--- src/rtl/tcu_pkg.sv ---
package tcu_pkg;
    localparam int unsigned IDX_W = 3;

    localparam logic [IDX_W-1:0] IDX_COUNT    = 3'd0;
    localparam logic [IDX_W-1:0] IDX_SOFT     = 3'd1;
    localparam logic [IDX_W-1:0] IDX_SOFT_SET = 3'd2;
    localparam logic [IDX_W-1:0] IDX_SOFT_CLR = 3'd3;
    localparam logic [IDX_W-1:0] IDX_SUP_CMP  = 3'd4;
    localparam logic [IDX_W-1:0] IDX_HYP_CMP  = 3'd5;

    typedef enum logic [1:0] {
        CH_OFF  = 2'd0,
        CH_WAIT = 2'd1,
        CH_HIT  = 2'd2
    } ch_state_t;

    typedef enum logic [1:0] {
        SW_NONE = 2'd0,
        SW_LOAD = 2'd1,
        SW_SET  = 2'd2,
        SW_CLR  = 2'd3
    } soft_op_t;
endpackage

--- src/rtl/tcu_counter.sv ---
module tcu_counter #(
    parameter int unsigned W = 64
) (
    input  logic         clk_i,
    input  logic         rst_ni,
    input  logic         ld_i,
    input  logic [W-1:0] ld_val_i,
    output logic [W-1:0] cnt_o
);
    logic [W-1:0] cnt_q;
    logic [W-1:0] cnt_d;

    // The top bit is a plain stored bit; only the low W-1 bits count.
    always_comb begin
        if (ld_i) cnt_d = ld_val_i;
        else      cnt_d = {cnt_q[W-1], cnt_q[W-2:0] + 1'b1};
    end

    always_ff @(posedge clk_i or negedge rst_ni) begin
        if (!rst_ni) cnt_q <= '0;
        else         cnt_q <= cnt_d;
    end

    assign cnt_o = cnt_q;
endmodule

--- src/rtl/tcu_cmp_chan.sv ---
module tcu_cmp_chan
    import tcu_pkg::*;
#(
    parameter int unsigned W = 64
) (
    input  logic         clk_i,
    input  logic         rst_ni,
    input  logic         wr_i,
    input  logic [W-1:0] wdata_i,
    input  logic [W-1:0] cnt_i,
    output logic [W-1:0] cmp_o,
    output logic         fire_o,
    output logic         hit_o
);
    localparam logic [W-1:0] RST_VAL = {1'b1, {(W-1){1'b0}}};

    logic [W-1:0] cmp_q;
    ch_state_t    state_q, state_d;
    logic         off_now;
    logic         eq_now;

    always_ff @(posedge clk_i or negedge rst_ni) begin
        if (!rst_ni)   cmp_q <= RST_VAL;
        else if (wr_i) cmp_q <= wdata_i;
    end

    assign off_now = cmp_q[W-1];
    assign eq_now  = (cmp_q[W-2:0] == cnt_i[W-2:0]);
    assign fire_o  = !off_now && eq_now;

    // Next-state logic: enable, match, rearm, disable.
    always_comb begin
        state_d = state_q;
        unique case (state_q)
            CH_OFF: begin
                if (fire_o)        state_d = CH_HIT;   // match
                else if (!off_now) state_d = CH_WAIT;  // enable
            end
            CH_WAIT: begin
                if (off_now)       state_d = CH_OFF;   // disable
                else if (eq_now)   state_d = CH_HIT;   // match
            end
            CH_HIT: begin
                if (off_now)       state_d = CH_OFF;   // disable
                else if (eq_now)   state_d = CH_HIT;   // match again
                else               state_d = CH_WAIT;  // rearm
            end
            default:               state_d = CH_OFF;
        endcase
    end

    // State register.
    always_ff @(posedge clk_i or negedge rst_ni) begin
        if (!rst_ni) state_q <= CH_OFF;
        else         state_q <= state_d;
    end

    // Output logic.
    always_comb begin
        hit_o = (state_q == CH_HIT);
    end

    assign cmp_o = cmp_q;
endmodule

--- src/rtl/tcu_softint.sv ---
module tcu_softint
    import tcu_pkg::*;
#(
    parameter int unsigned W        = 64,
    parameter int unsigned FLAG_BIT = 16
) (
    input  logic         clk_i,
    input  logic         rst_ni,
    input  soft_op_t     op_i,
    input  logic [W-1:0] wdata_i,
    input  logic         tick_set_i,
    output logic [W-1:0] pend_o
);
    localparam logic [W-1:0] FLAG_MASK = {{(W-1){1'b0}}, 1'b1} << FLAG_BIT;

    logic [W-1:0] pend_q;
    logic [W-1:0] base;
    logic [W-1:0] pend_d;

    always_comb begin
        unique case (op_i)
            SW_LOAD: base = wdata_i;
            SW_SET:  base = pend_q | wdata_i;
            SW_CLR:  base = pend_q & ~wdata_i;
            default: base = pend_q;
        endcase
        // A match in the same cycle as a write still leaves the flag set.
        pend_d = tick_set_i ? (base | FLAG_MASK) : base;
    end

    always_ff @(posedge clk_i or negedge rst_ni) begin
        if (!rst_ni) pend_q <= '0;
        else         pend_q <= pend_d;
    end

    assign pend_o = pend_q;
endmodule

--- src/rtl/tick_cmp_unit.sv ---
module tick_cmp_unit
    import tcu_pkg::*;
#(
    parameter int unsigned W        = 64,
    parameter int unsigned FLAG_BIT = 16
) (
    input  logic                 clk_i,
    input  logic                 rst_ni,
    input  logic                 reg_wr_i,
    input  logic [IDX_W-1:0]     reg_idx_i,
    input  logic [W-1:0]         reg_wdata_i,
    output logic [W-1:0]         reg_rdata_o,
    output logic                 soft_irq_o,
    output logic                 hyp_irq_o,
    output logic                 recheck_o
);
    logic [W-1:0] cnt_q;
    logic [W-1:0] soft_q;
    logic [W-1:0] sup_cmp;
    logic [W-1:0] hyp_cmp;
    logic         sup_fire, hyp_fire;
    logic         sup_hit, hyp_hit;
    logic         cnt_wr, sup_wr, hyp_wr;
    soft_op_t     soft_op;
    logic         load_q, swr_q;

    // Write decode.
    assign cnt_wr = reg_wr_i && (reg_idx_i == IDX_COUNT);
    assign sup_wr = reg_wr_i && (reg_idx_i == IDX_SUP_CMP);
    assign hyp_wr = reg_wr_i && (reg_idx_i == IDX_HYP_CMP);

    always_comb begin
        soft_op = SW_NONE;
        if (reg_wr_i) begin
            unique case (reg_idx_i)
                IDX_SOFT:     soft_op = SW_LOAD;
                IDX_SOFT_SET: soft_op = SW_SET;
                IDX_SOFT_CLR: soft_op = SW_CLR;
                default:      soft_op = SW_NONE;
            endcase
        end
    end

    tcu_counter #(.W(W)) u_cnt (
        .clk_i    (clk_i),
        .rst_ni   (rst_ni),
        .ld_i     (cnt_wr),
        .ld_val_i (reg_wdata_i),
        .cnt_o    (cnt_q)
    );

    tcu_cmp_chan #(.W(W)) u_sup (
        .clk_i   (clk_i),
        .rst_ni  (rst_ni),
        .wr_i    (sup_wr),
        .wdata_i (reg_wdata_i),
        .cnt_i   (cnt_q),
        .cmp_o   (sup_cmp),
        .fire_o  (sup_fire),
        .hit_o   (sup_hit)
    );

    tcu_cmp_chan #(.W(W)) u_hyp (
        .clk_i   (clk_i),
        .rst_ni  (rst_ni),
        .wr_i    (hyp_wr),
        .wdata_i (reg_wdata_i),
        .cnt_i   (cnt_q),
        .cmp_o   (hyp_cmp),
        .fire_o  (hyp_fire),
        .hit_o   (hyp_hit)
    );

    tcu_softint #(.W(W), .FLAG_BIT(FLAG_BIT)) u_soft (
        .clk_i      (clk_i),
        .rst_ni     (rst_ni),
        .op_i       (soft_op),
        .wdata_i    (reg_wdata_i),
        .tick_set_i (sup_fire),
        .pend_o     (soft_q)
    );

    // One-cycle markers of soft-interrupt writes.
    always_ff @(posedge clk_i or negedge rst_ni) begin
        if (!rst_ni) begin
            load_q <= 1'b0;
            swr_q  <= 1'b0;
        end else begin
            load_q <= (soft_op == SW_LOAD);
            swr_q  <= (soft_op != SW_NONE);
        end
    end

    assign soft_irq_o = sup_hit || load_q;
    assign hyp_irq_o  = hyp_hit;
    assign recheck_o  = sup_hit || hyp_hit || swr_q;

    // Read mux.
    always_comb begin
        unique case (reg_idx_i)
            IDX_COUNT:                       reg_rdata_o = cnt_q;
            IDX_SOFT, IDX_SOFT_SET,
            IDX_SOFT_CLR:                    reg_rdata_o = soft_q;
            IDX_SUP_CMP:                     reg_rdata_o = sup_cmp;
            IDX_HYP_CMP:                     reg_rdata_o = hyp_cmp;
            default:                         reg_rdata_o = '0;
        endcase
    end
endmodule

--- config.mk ---
export PLATFORM = sky130hd
export DESIGN_NAME = tick_cmp_unit
export DESIGN_NICKNAME = d
export VERILOG_FILES = /design/src/rtl/tcu_pkg.sv /design/src/rtl/tcu_counter.sv /design/src/rtl/tcu_cmp_chan.sv /design/src/rtl/tcu_softint.sv /design/src/rtl/tick_cmp_unit.sv
export SDC_FILE = /design/constraint.sdc
export NUM_CORES = 1
export LEC_CHECK = 0
export BUFFER_PORTS_ARGS = -buffer_cell sky130_fd_sc_hd__buf_2
export CELL_PAD_IN_SITES_DETAIL_PLACEMENT = 0
export CELL_PAD_IN_SITES_GLOBAL_PLACEMENT = 1
export CORE_UTILIZATION = 42
export DETAILED_ROUTE_END_ITERATION = 10
export PLACE_DENSITY = 0.73
export SKIP_CTS_REPAIR_TIMING = 1
export SLEW_MARGIN = 5
export SYNTH_ARGS = -nofsm -noshare
export SYNTH_HDL_FRONTEND = slang
export SYNTH_SLANG_ARGS = --single-unit
export TNS_END_PERCENT = 10
--- constraint.sdc ---
create_clock -name clk_i -period 2.6 [get_ports clk_i]
set_clock_uncertainty 0.2 [all_clocks]
set_input_delay 0.13 -clock clk_i [delete_from_list [all_inputs] [get_ports clk_i]]
set_output_delay 0.13 -clock clk_i [all_outputs]
set_load 0.02 [all_outputs]
==> out/results.ini, run 1 <==
[finish]
final_util_pct=52.7
num_antenna_cells=0
layout.cells.non_filler=2102
drive_gt1_share_pct=25.1
syn2layout_area_growth_pct=22.0
final_cell_mix=dfrtp_1, nand2_1, buf_2
layout_commonest_cell=dfrtp_1
nets=1707

[cts]
clk_path_buf_depth=3
insertion_delay_ns=0.56
cts_tree=yes
numCtsBuffers=31
cts-root-buf=clkbuf_16
clk_transition_reported_paths_ns=0.06
htreeDepth=1
clock-sinks=262

[synth]
ys_ff_latch=262
synth_flop_cell=dfrtp_1
ys_types=43
netlist_area_um2=14200
synthArstFlopShare_pct=100
synth_top_area_share_pct=45.8
synth_area_leaders=dfrtp_1, mux2_2, a22oi_1
avgSynthCellArea_um2=9.77
synth-edff-count=0
ys_seq_area_share_pct=46.2
synth_nets=1524
yosys_warnings=0
syn-instance-count=1453
yosys.area.top_type=dfrtp_1

[sta]
slew_violations=0
fmaxAchievable_mhz=394
rsz0062_at_grt=true
final-hold-violation-count=1
setup_viol=0
slew_headroom_pct=54.2
hold_ws_ns=-0.000918
post-route-period-util_pct=97.7
tightest_slew_ns=0.687
period_needed_ns=2.54

[die]
initial_core_util_pct=43.2
row_count=66
dieWidth_um=186
dieArea_um2=34500
fp.coreArea_um2=32900
ios=137
die_y_um=186

[routing]
avgViaCountPerCell=5.79
dr.first_iter.drc_count=968
vias=12200
drcViolationCount=0
drtAntennaViolNets=0
drt_wl_total_um=47900
routedWlPerCell_um=22.8
dr.pass1.iters=7

[power]
power_density_nw_per_um2=824
finalPower_mw=14.3
peakVddDrop_v=0.000605
power.leakage_nw=7.37

[global_route]
grt_max_degree=71
grt_first_pass_wirelength_um=71900
grt_pass1_vias=11500
overflow=0
grtUsageTotal_pct=27.6
antenna_found_initial=0

[worst_setup_path]
setup.worst_path.start_class=flop
critPathArrivalTime_ns=2.81
worstSetupPathType=flop to flop
required_ns=2.87
endpoint_kind=flop
critPathMaxFanout=14

[placed_design]
dp_hpwl_um=33100
portBuffers=136
gp_congestion=0.890
dp_cells=1978

[flow_run]
drv_cap=0

[outcome]
failed_checks=hold timing
status=finished with violations

[min_path]
hp-class=input port to flop

-- layer usage --
layer,track usage (%),part of all wire [%],vias to the layer above
li1,-,-,5599
met1,39.2,45,6056
met2,43.9,46,435
met3,4.66,7.0,73
met4,6.52,2.4,0
met5,0,0,-
-- synthesized netlist by cell type, types with 2 or more instances --
cell type  number
a21oi_1         5
a22oi_1       129
a31o_2          4
a31oi_1        25
and2_1          5
and3_1         10
and4_1          7
buf_1          17
buf_2          12
buf_4           4
buf_6           2
clkbuf_1      102
dfrtp_1       260
dfstp_2         2
inv_1          11
mux2_2        128
nand2_1       189
nand3_1        90
nand4_1        42
nand4_4         2
nor2_1         39
nor2b_1         6
nor3_1         12
nor4_1         34
o21ai_0       104
o31ai_1        12
o41ai_1         3
or2_2           2
or3_1           8
or4_1          14
xnor2_1        86
xor2_1         76
-- final timing paths --
check                                            start                           to  slack [ns]  depth (start not counted)
setup reg to reg              u_cnt.cnt_o[4]$_DFF_PN0_    u_cnt.cnt_o[55]$_DFF_PN0_        0.06                          5
min in group asynchronous                       rst_ni     u_cnt.cnt_o[0]$_DFF_PN0_        0.38                          3
setup / recovery              u_cnt.cnt_o[4]$_DFF_PN0_    u_cnt.cnt_o[55]$_DFF_PN0_        0.06                          5
max in group asynchronous                       rst_ni  u_hyp.cmp_o[63]$_DFFE_PN1P_        1.18                          4
hold / removal                            reg_idx_i[0]             load_q$_DFF_PN0_     -0.0009                          4
hold reg to reg            u_cnt.cnt_o[63]$_DFFE_PN0P_  u_cnt.cnt_o[63]$_DFFE_PN0P_        0.29                          2
-- critical path: stages, from the launching register on --
cell,delay (ns)
dfrtp_1,0.39
nand4_4,0.15
or4_4,0.55
or3_4,0.44
or4_4,0.53
a31oi_1,0.18
-- layout make-up --
cell class                      count  area [um2]
Clock buffer                       50         897
Tap cell                          442         553
Clock inverter                      7        60.1
Fill cell                        3057       15500
Multi-Input combinational cell   1043        7070
Timing Repair Buffer              287        2130
Sequential cell                   262        6560
Inverter                           11        41.3
-- metrics by stage --
stage | setup TNS (ns) | cell area (um2) | setup WS (ns) | hold WS [ns]
after floorplan | 0 | 14200 | 0.0129 | -0.366
after global routing | -0.0130 | 17300 | -0.0127 | 0.0279
after CTS | 0 | 16600 | 0.0644 | -0.669
final | 0 | 17300 | 0.0607 | -0.000918
after global placement | 0 | 15700 | 0.124 | -0.0821
after detailed placement | 0 | 15700 | 0.0932 | -0.0808
-- cell families after synthesis --
logic type | synth area share (%)
multiplexers | 10.2
XOR/XNOR | 9.99
AND/OR/NAND/NOR | 16.5
adder cells (fa/ha/maj) | 0.0881
AO/OA/AOI/OAI | 12.9
flip-flops | 46.2
buffers and inverters | 4.23
-- state kept, by name, indices dropped and copies added, names as in the netlist --
register and flops:
swr_q 1, load_q 1, u_sup.state_q 2, u_hyp.cmp_o 64, u_soft.pend_o 64, u_cnt.cnt_o 64, u_hyp.state_q 2, u_sup.cmp_o 64
-- power by group --
part	switching (mW)	leakage, nW	internal (mW)
logic	2.42	3.76	1.80
clock network	1.74	0.472	2.43
registers	0.914	3.13	4.96
Note: power is estimated with default switching activity, not from simulation.
==> run 2: changes to the inputs <==
--- a/config.mk
+++ b/config.mk
@@ -5,12 +5,12 @@
 export SDC_FILE = /design/constraint.sdc
 export NUM_CORES = 1
 export LEC_CHECK = 0
-export BUFFER_PORTS_ARGS = -buffer_cell sky130_fd_sc_hd__buf_2
-export CELL_PAD_IN_SITES_DETAIL_PLACEMENT = 0
-export CELL_PAD_IN_SITES_GLOBAL_PLACEMENT = 1
-export CORE_UTILIZATION = 42
+export BUFFER_PORTS_ARGS = -buffer_cell sky130_fd_sc_hd__buf_4
+export CELL_PAD_IN_SITES_DETAIL_PLACEMENT = 1
+export CELL_PAD_IN_SITES_GLOBAL_PLACEMENT = 2
+export CORE_UTILIZATION = 35
 export DETAILED_ROUTE_END_ITERATION = 10
-export PLACE_DENSITY = 0.73
+export PLACE_DENSITY = 0.74
 export SKIP_CTS_REPAIR_TIMING = 1
 export SLEW_MARGIN = 5
 export SYNTH_ARGS = -nofsm -noshare
==> out/results.ini, run 2 (synthesis results as in run 1) <==
[outcome]
status=finished with violations
failed_checks=hold timing

[global_route]
overflow=0  ; unchanged
grtUsageTotal_pct=26.2  ; -1.5 points
grt_pass1_vias=12600  ; +9.8%
grt_max_degree=66  ; -7.0%
antenna_found_initial=1  ; +1
grt_first_pass_wirelength_um=81400  ; +13%

[routing]
drtAntennaViolNets=0  ; unchanged
vias=12400  ; +1.9%
dr.pass1.iters=5  ; -2
drt_wl_total_um=54000  ; +13%
top_layer_used=met4
routedWlPerCell_um=24.6  ; +7.9%
met2_length_um=25800  ; +17%
avgViaCountPerCell=5.64  ; -2.5%
wl_met1_um=24400  ; +14%
dr.first_iter.drc_count=799  ; -17%
drcViolationCount=0  ; unchanged
met3RoutedLength_um=2320  ; -30%

[finish]
final_cell_mix=dfrtp_1, buf_4, nand2_1
layout_commonest_cell=dfrtp_1
fillCellCount=4422  ; +45%
seq_area_um2=6560  ; unchanged
syn2layout_area_growth_pct=26.8
drive_gt1_share_pct=25.6  ; +0.51 points
final_util_pct=45.1  ; -7.6 points
nets=1719  ; +0.70%
num_antenna_cells=0  ; unchanged
multiInputGateArea_um2=7070  ; about the same

[power]
peakVddDrop_v=0.000393  ; -35%
power_density_nw_per_um2=842  ; +2.2%
power.leakage_nw=7.56  ; +2.7%
finalPower_mw=15.2  ; +6.3%

[cts]
cts_tree=yes
htreeDepth=2  ; +1
cts-root-buf=clkbuf_16
insertion_delay_ns=0.53  ; -0.03 ns
clock-sinks=262  ; unchanged
clk_path_buf_depth=3  ; unchanged
clk_transition_reported_paths_ns=0.06  ; about the same
numCtsBuffers=34  ; +9.7%

[worst_setup_path]
setup.worst_path.start_class=flop
cpPeakStageDelay_ns=0.55  ; about the same
r2r_cells=5  ; unchanged
cp_cell_sequence=nand2_1 > or4_4 > or3_4 > or4_1 > a31oi_1
required_ns=2.85  ; -0.02 ns
critPathSlowestCell=or4_4
critPathMaxFanout=14  ; unchanged
critPathArrivalTime_ns=2.75  ; -0.06 ns
worstSetupPathType=flop to flop
endpoint_kind=flop

[sta]
rsz0062_at_grt=true
period_needed_ns=2.50  ; -0.0414 ns
final-hold-violation-count=1  ; unchanged
setup_viol=0  ; unchanged
hold_ws_ns=-0.00794  ; -0.00702 ns
tightest_slew_ns=0.958  ; +0.271 ns
slew_violations=0  ; unchanged
fmaxAchievable_mhz=400  ; +1.7%
slew_headroom_pct=35.9  ; -18 points
post-route-period-util_pct=96.1  ; -1.6 points

[placed_design]
dp_hpwl_um=36800  ; +11%
portBuffers=136  ; unchanged
gp_congestion=0.877  ; -1.4%

[die]
initial_core_util_pct=35.6  ; -7.6 points
die_y_um=203  ; +9.4%
row_count=73  ; +11%
dieArea_um2=41400  ; +20%
dieWidth_um=203  ; +9.4%
ios=137  ; unchanged
fp.coreArea_um2=39900  ; +21%

[flow_run]
drv_cap=0  ; unchanged

[min_path]
hp-class=input port to flop
whs_path_depth=4  ; unchanged

run 2: cell count changes in the layout (fill, tap and decap cells not counted), sizes merged:
cell         delta
buf             +8
clkbuf          +3
clkinv          -2
dlygate4sd3     +1
run 2: path summary, 6_finish.rpt:
kind | start | end | slack [ns]
max | u_cnt.cnt_o[0]$_DFF_PN0_ | u_cnt.cnt_o[57]$_DFF_PN0_ | 0.10
min | reg_idx_i[0] | load_q$_DFF_PN0_ | -0.008
max reg2reg | u_cnt.cnt_o[0]$_DFF_PN0_ | u_cnt.cnt_o[57]$_DFF_PN0_ | 0.10
min reg2reg | u_cnt.cnt_o[63]$_DFFE_PN0P_ | u_cnt.cnt_o[63]$_DFFE_PN0P_ | 0.29
max in group asynchronous | rst_ni | u_sup.cmp_o[27]$_DFFE_PN0P_ | 0.81
min in group asynchronous | rst_ni | u_soft.pend_o[27]$_DFFE_PN0P_ | 0.04
run 2: metal layers:
| metal | up-vias | GRT usage, % |
|---|---|---|
| met2 | 281 | 42.6 |
| met3 | 76 | 3.72 |
| li1 | 5602 | - |
| met1 | 6430 | 36.2 |
| met5 | - | 0 |
| met4 | 0 | 7.41 |
run 2: area by class of cell:
class	count	share of cell area (%)
clock buffers	53	5.75
repair buffers	296	14.4
multi-input cells	1043	39.3
well taps	525	3.65
inverters	11	0.229
clock inverters	5	0.278
flip-flops and latches	262	36.4
run 2: where the power goes:
part           internal, mW  total [mW]  switching (mW)  leakage [nW]
clock                  2.83        4.65            1.82         0.535
sequential             4.96        5.87           0.911          3.13
combinational          2.03        4.64            2.62          3.90
total                  9.82        15.2            5.35          7.56
run 2: stage by stage:
stage | cells | hold slack, ns | worst slack (ns) | setup TNS [ns] | cell area (um2)
finish | 2195 | -0.00794 | 0.102 | 0 | 18000
global route | 2195 | 0.0121 | -0.0186 | -0.0307 | 18000
CTS | 2127 | -0.669 | 0.103 | 0 | 17300
detailed placement | 2069 | -0.102 | 0.0900 | 0 | 16200
global placement | 2069 | -0.103 | 0.169 | 0 | 16200
floorplan | 1453 | -0.366 | 0.0129 | 0 | 14200
run 2: critical path, delay by kind of cell, from the launching register on:
kind            cells  cell delay (ns)
simple gates        4             1.64
flops               1             0.40
compound gates      1             0.17
==> run 3: changes to the inputs <==
--- a/config.mk
+++ b/config.mk
@@ -8,12 +8,14 @@
 export BUFFER_PORTS_ARGS = -buffer_cell sky130_fd_sc_hd__buf_4
 export CELL_PAD_IN_SITES_DETAIL_PLACEMENT = 1
 export CELL_PAD_IN_SITES_GLOBAL_PLACEMENT = 2
-export CORE_UTILIZATION = 35
+export CORE_UTILIZATION = 36
+export CTS_CLUSTER_SIZE = 25
 export DETAILED_ROUTE_END_ITERATION = 10
-export PLACE_DENSITY = 0.74
+export PLACE_DENSITY = 0.75
 export SKIP_CTS_REPAIR_TIMING = 1
 export SLEW_MARGIN = 5
 export SYNTH_ARGS = -nofsm -noshare
 export SYNTH_HDL_FRONTEND = slang
+export SYNTH_HIERARCHICAL = 1
 export SYNTH_SLANG_ARGS = --single-unit
 export TNS_END_PERCENT = 10
==> out/results.ini, run 3 <==
[outcome]
status=finished with violations
failed_checks=setup timing

[global_route]
grt_pass1_vias=14500  ; +15%
overflow=0  ; unchanged
grtUsageTotal_pct=26.0  ; -0.14 points
antenna_found_initial=0  ; -1
grt_first_pass_wirelength_um=89900  ; +10%
grt_max_degree=90  ; +36%

[worst_setup_path]
critPathSlowestCell=or4b_4
worstSetupPathType=flop to flop
critical_path.reg2reg.startpoint=u_cnt/cnt_o[1]$_DFF_PN0_
setup.worst_path.start_class=flop
critPathArrivalTime_ns=2.92  ; +0.17 ns
critPathMaxFanout=11  ; -3
crit_start=u_cnt/cnt_o[1]$_DFF_PN0_
endpoint_kind=flop
critPathTopFamily=simple AND/OR/NAND/NOR gates
required_ns=2.86  ; about the same
cp_cell_sequence=ha_2 > and4_1 > or4b_4 > or3_4 > or4_1 > a31oi_1
cpPeakStageDelay_ns=0.51  ; -0.04 ns
crit_buf_inv=0  ; unchanged

[synth]
syn-instance-count=1611  ; +11%
yosys_warnings=6  ; +6
netlist_area_um2=16100  ; +14%
synth_nets=1682  ; +10%
avgSynthCellArea_um2=10.0  ; +2.6%

[finish]
fillCellCount=4912  ; +11%
nets=1960  ; +14%
syn2layout_area_growth_pct=26.6
final_cell_mix=buf_4, dfrtp_1, xnor2_1
multiInputGateArea_um2=8970  ; +27%
layout_commonest_cell=buf_4
drive_gt1_share_pct=25.7  ; +0.15 points
seq_area_um2=6560  ; about the same
num_antenna_cells=0  ; unchanged
final_util_pct=46.2  ; +1.1 points

[cts]
numCtsBuffers=36  ; +5.9%
cts_tree=yes
insertion_delay_ns=0.55  ; +0.02 ns
htreeDepth=2  ; unchanged
cts-root-buf=clkbuf_16
clk_path_buf_depth=3  ; unchanged
clk_transition_reported_paths_ns=0.06  ; about the same
clock-sinks=262  ; unchanged

[min_path]
hp-class=input port to flop
min-delay-start=reg_idx_i[1]

[sta]
final-hold-violation-count=0  ; -1
fin_ws_ns=-0.0548  ; -0.157 ns
period_needed_ns=2.65  ; +0.157 ns
fmaxAchievable_mhz=377  ; -5.9%
slew_headroom_pct=59.3  ; +23 points
setup_viol=8  ; +8
slew_violations=0  ; unchanged
tightest_slew_ns=0.609  ; -0.349 ns
rsz0062_at_grt=true
post-route-period-util_pct=102  ; +6.0 points

[routing]
avgViaCountPerCell=5.60  ; -0.86%
vias=14000  ; +13%
drtAntennaViolNets=0  ; unchanged
drt_wl_total_um=59000  ; +9.3%
routedWlPerCell_um=23.5  ; -4.3%
dr.pass1.iters=5  ; unchanged
drcViolationCount=0  ; unchanged
dr.first_iter.drc_count=777  ; -2.8%

[power]
finalPower_mw=16.0  ; +5.3%
power.leakage_nw=8.35  ; +10%
power_density_nw_per_um2=781  ; -7.3%
peakVddDrop_v=0.000386  ; -1.8%

[die]
die_y_um=214  ; +5.1%
row_count=77  ; +5.5%
dieWidth_um=214  ; +5.1%
initial_core_util_pct=36.5  ; +0.95 points
ios=137  ; unchanged
dieArea_um2=45700  ; +10%
fp.coreArea_um2=44200  ; +11%

[placed_design]
gp_congestion=0.913  ; +4.1%
portBuffers=136  ; unchanged
dp_hpwl_um=42600  ; +16%

[flow_run]
drv_cap=0  ; unchanged

==> run 3: tightest hold or removal path, delay by kind of cell <==
family / cells / cell delay, ns
and+or+nand+nor: 2 / 0.34
buffers and inverters: 1 / 0.22
==> run 3: final timing paths <==
kind,slack (ns),cells past startpoint,endpoint
min in group asynchronous,0.47,3,u_soft/pend_o[53]$_DFFE_PN0P_
worst max register to register,-0.05,6,u_cnt/cnt_o[44]$_DFF_PN0_
worst min register to register,0.34,1,u_cnt/cnt_o[63]$_DFFE_PN0P_
max in group asynchronous,0.37,4,u_hyp/cmp_o[53]$_DFFE_PN0P_
worst max-delay path,-0.05,6,u_cnt/cnt_o[44]$_DFF_PN0_
worst min-delay path,0.02,3,swr_q$_DFF_PN0_
==> run 3: area by class of cell <==
| type | count | share of cell area [%] |
|---|---|---|
| clock buffer | 57 | 5.43 |
| multi-input combinational | 1230 | 43.8 |
| tap | 592 | 3.62 |
| timing repair buffer | 346 | 14.5 |
| clock inverter | 5 | 0.257 |
| sequential | 262 | 32.1 |
| inverter | 13 | 0.239 |
==> run 3: through the flow <==
step	setup WS, ns	cell area [um2]	hold slack, ns	instances	TNS [ns]
floorplan	-0.0382	16200	-0.366	1611	-0.177
global placement	-0.153	18500	-0.0701	2373	-0.159
detailed placement	-0.207	18500	-0.0717	2373	-0.388
CTS	-0.235	19700	-0.652	2435	-0.481
global route	-0.145	20400	0.0779	2505	-0.958
finish	-0.0548	20400	0.0225	2505	-0.263
==> run 3: power by group <==
group	switching, mW	internal (mW)	leakage, nW
logic	2.78	2.48	4.59
registers	0.857	4.89	3.19
clock network	1.95	3.01	0.572
==> run 3: routing by layer <==
metal	vias up	track usage, %	wire length (um)	share of wire [%]
li1	6466	-	-	-
met1	7194	35.0	26900	46
met2	272	43.3	28300	48
met3	85	3.30	2150	3.7
met4	0	8.37	1630	2.8
met5	-	0	0	0
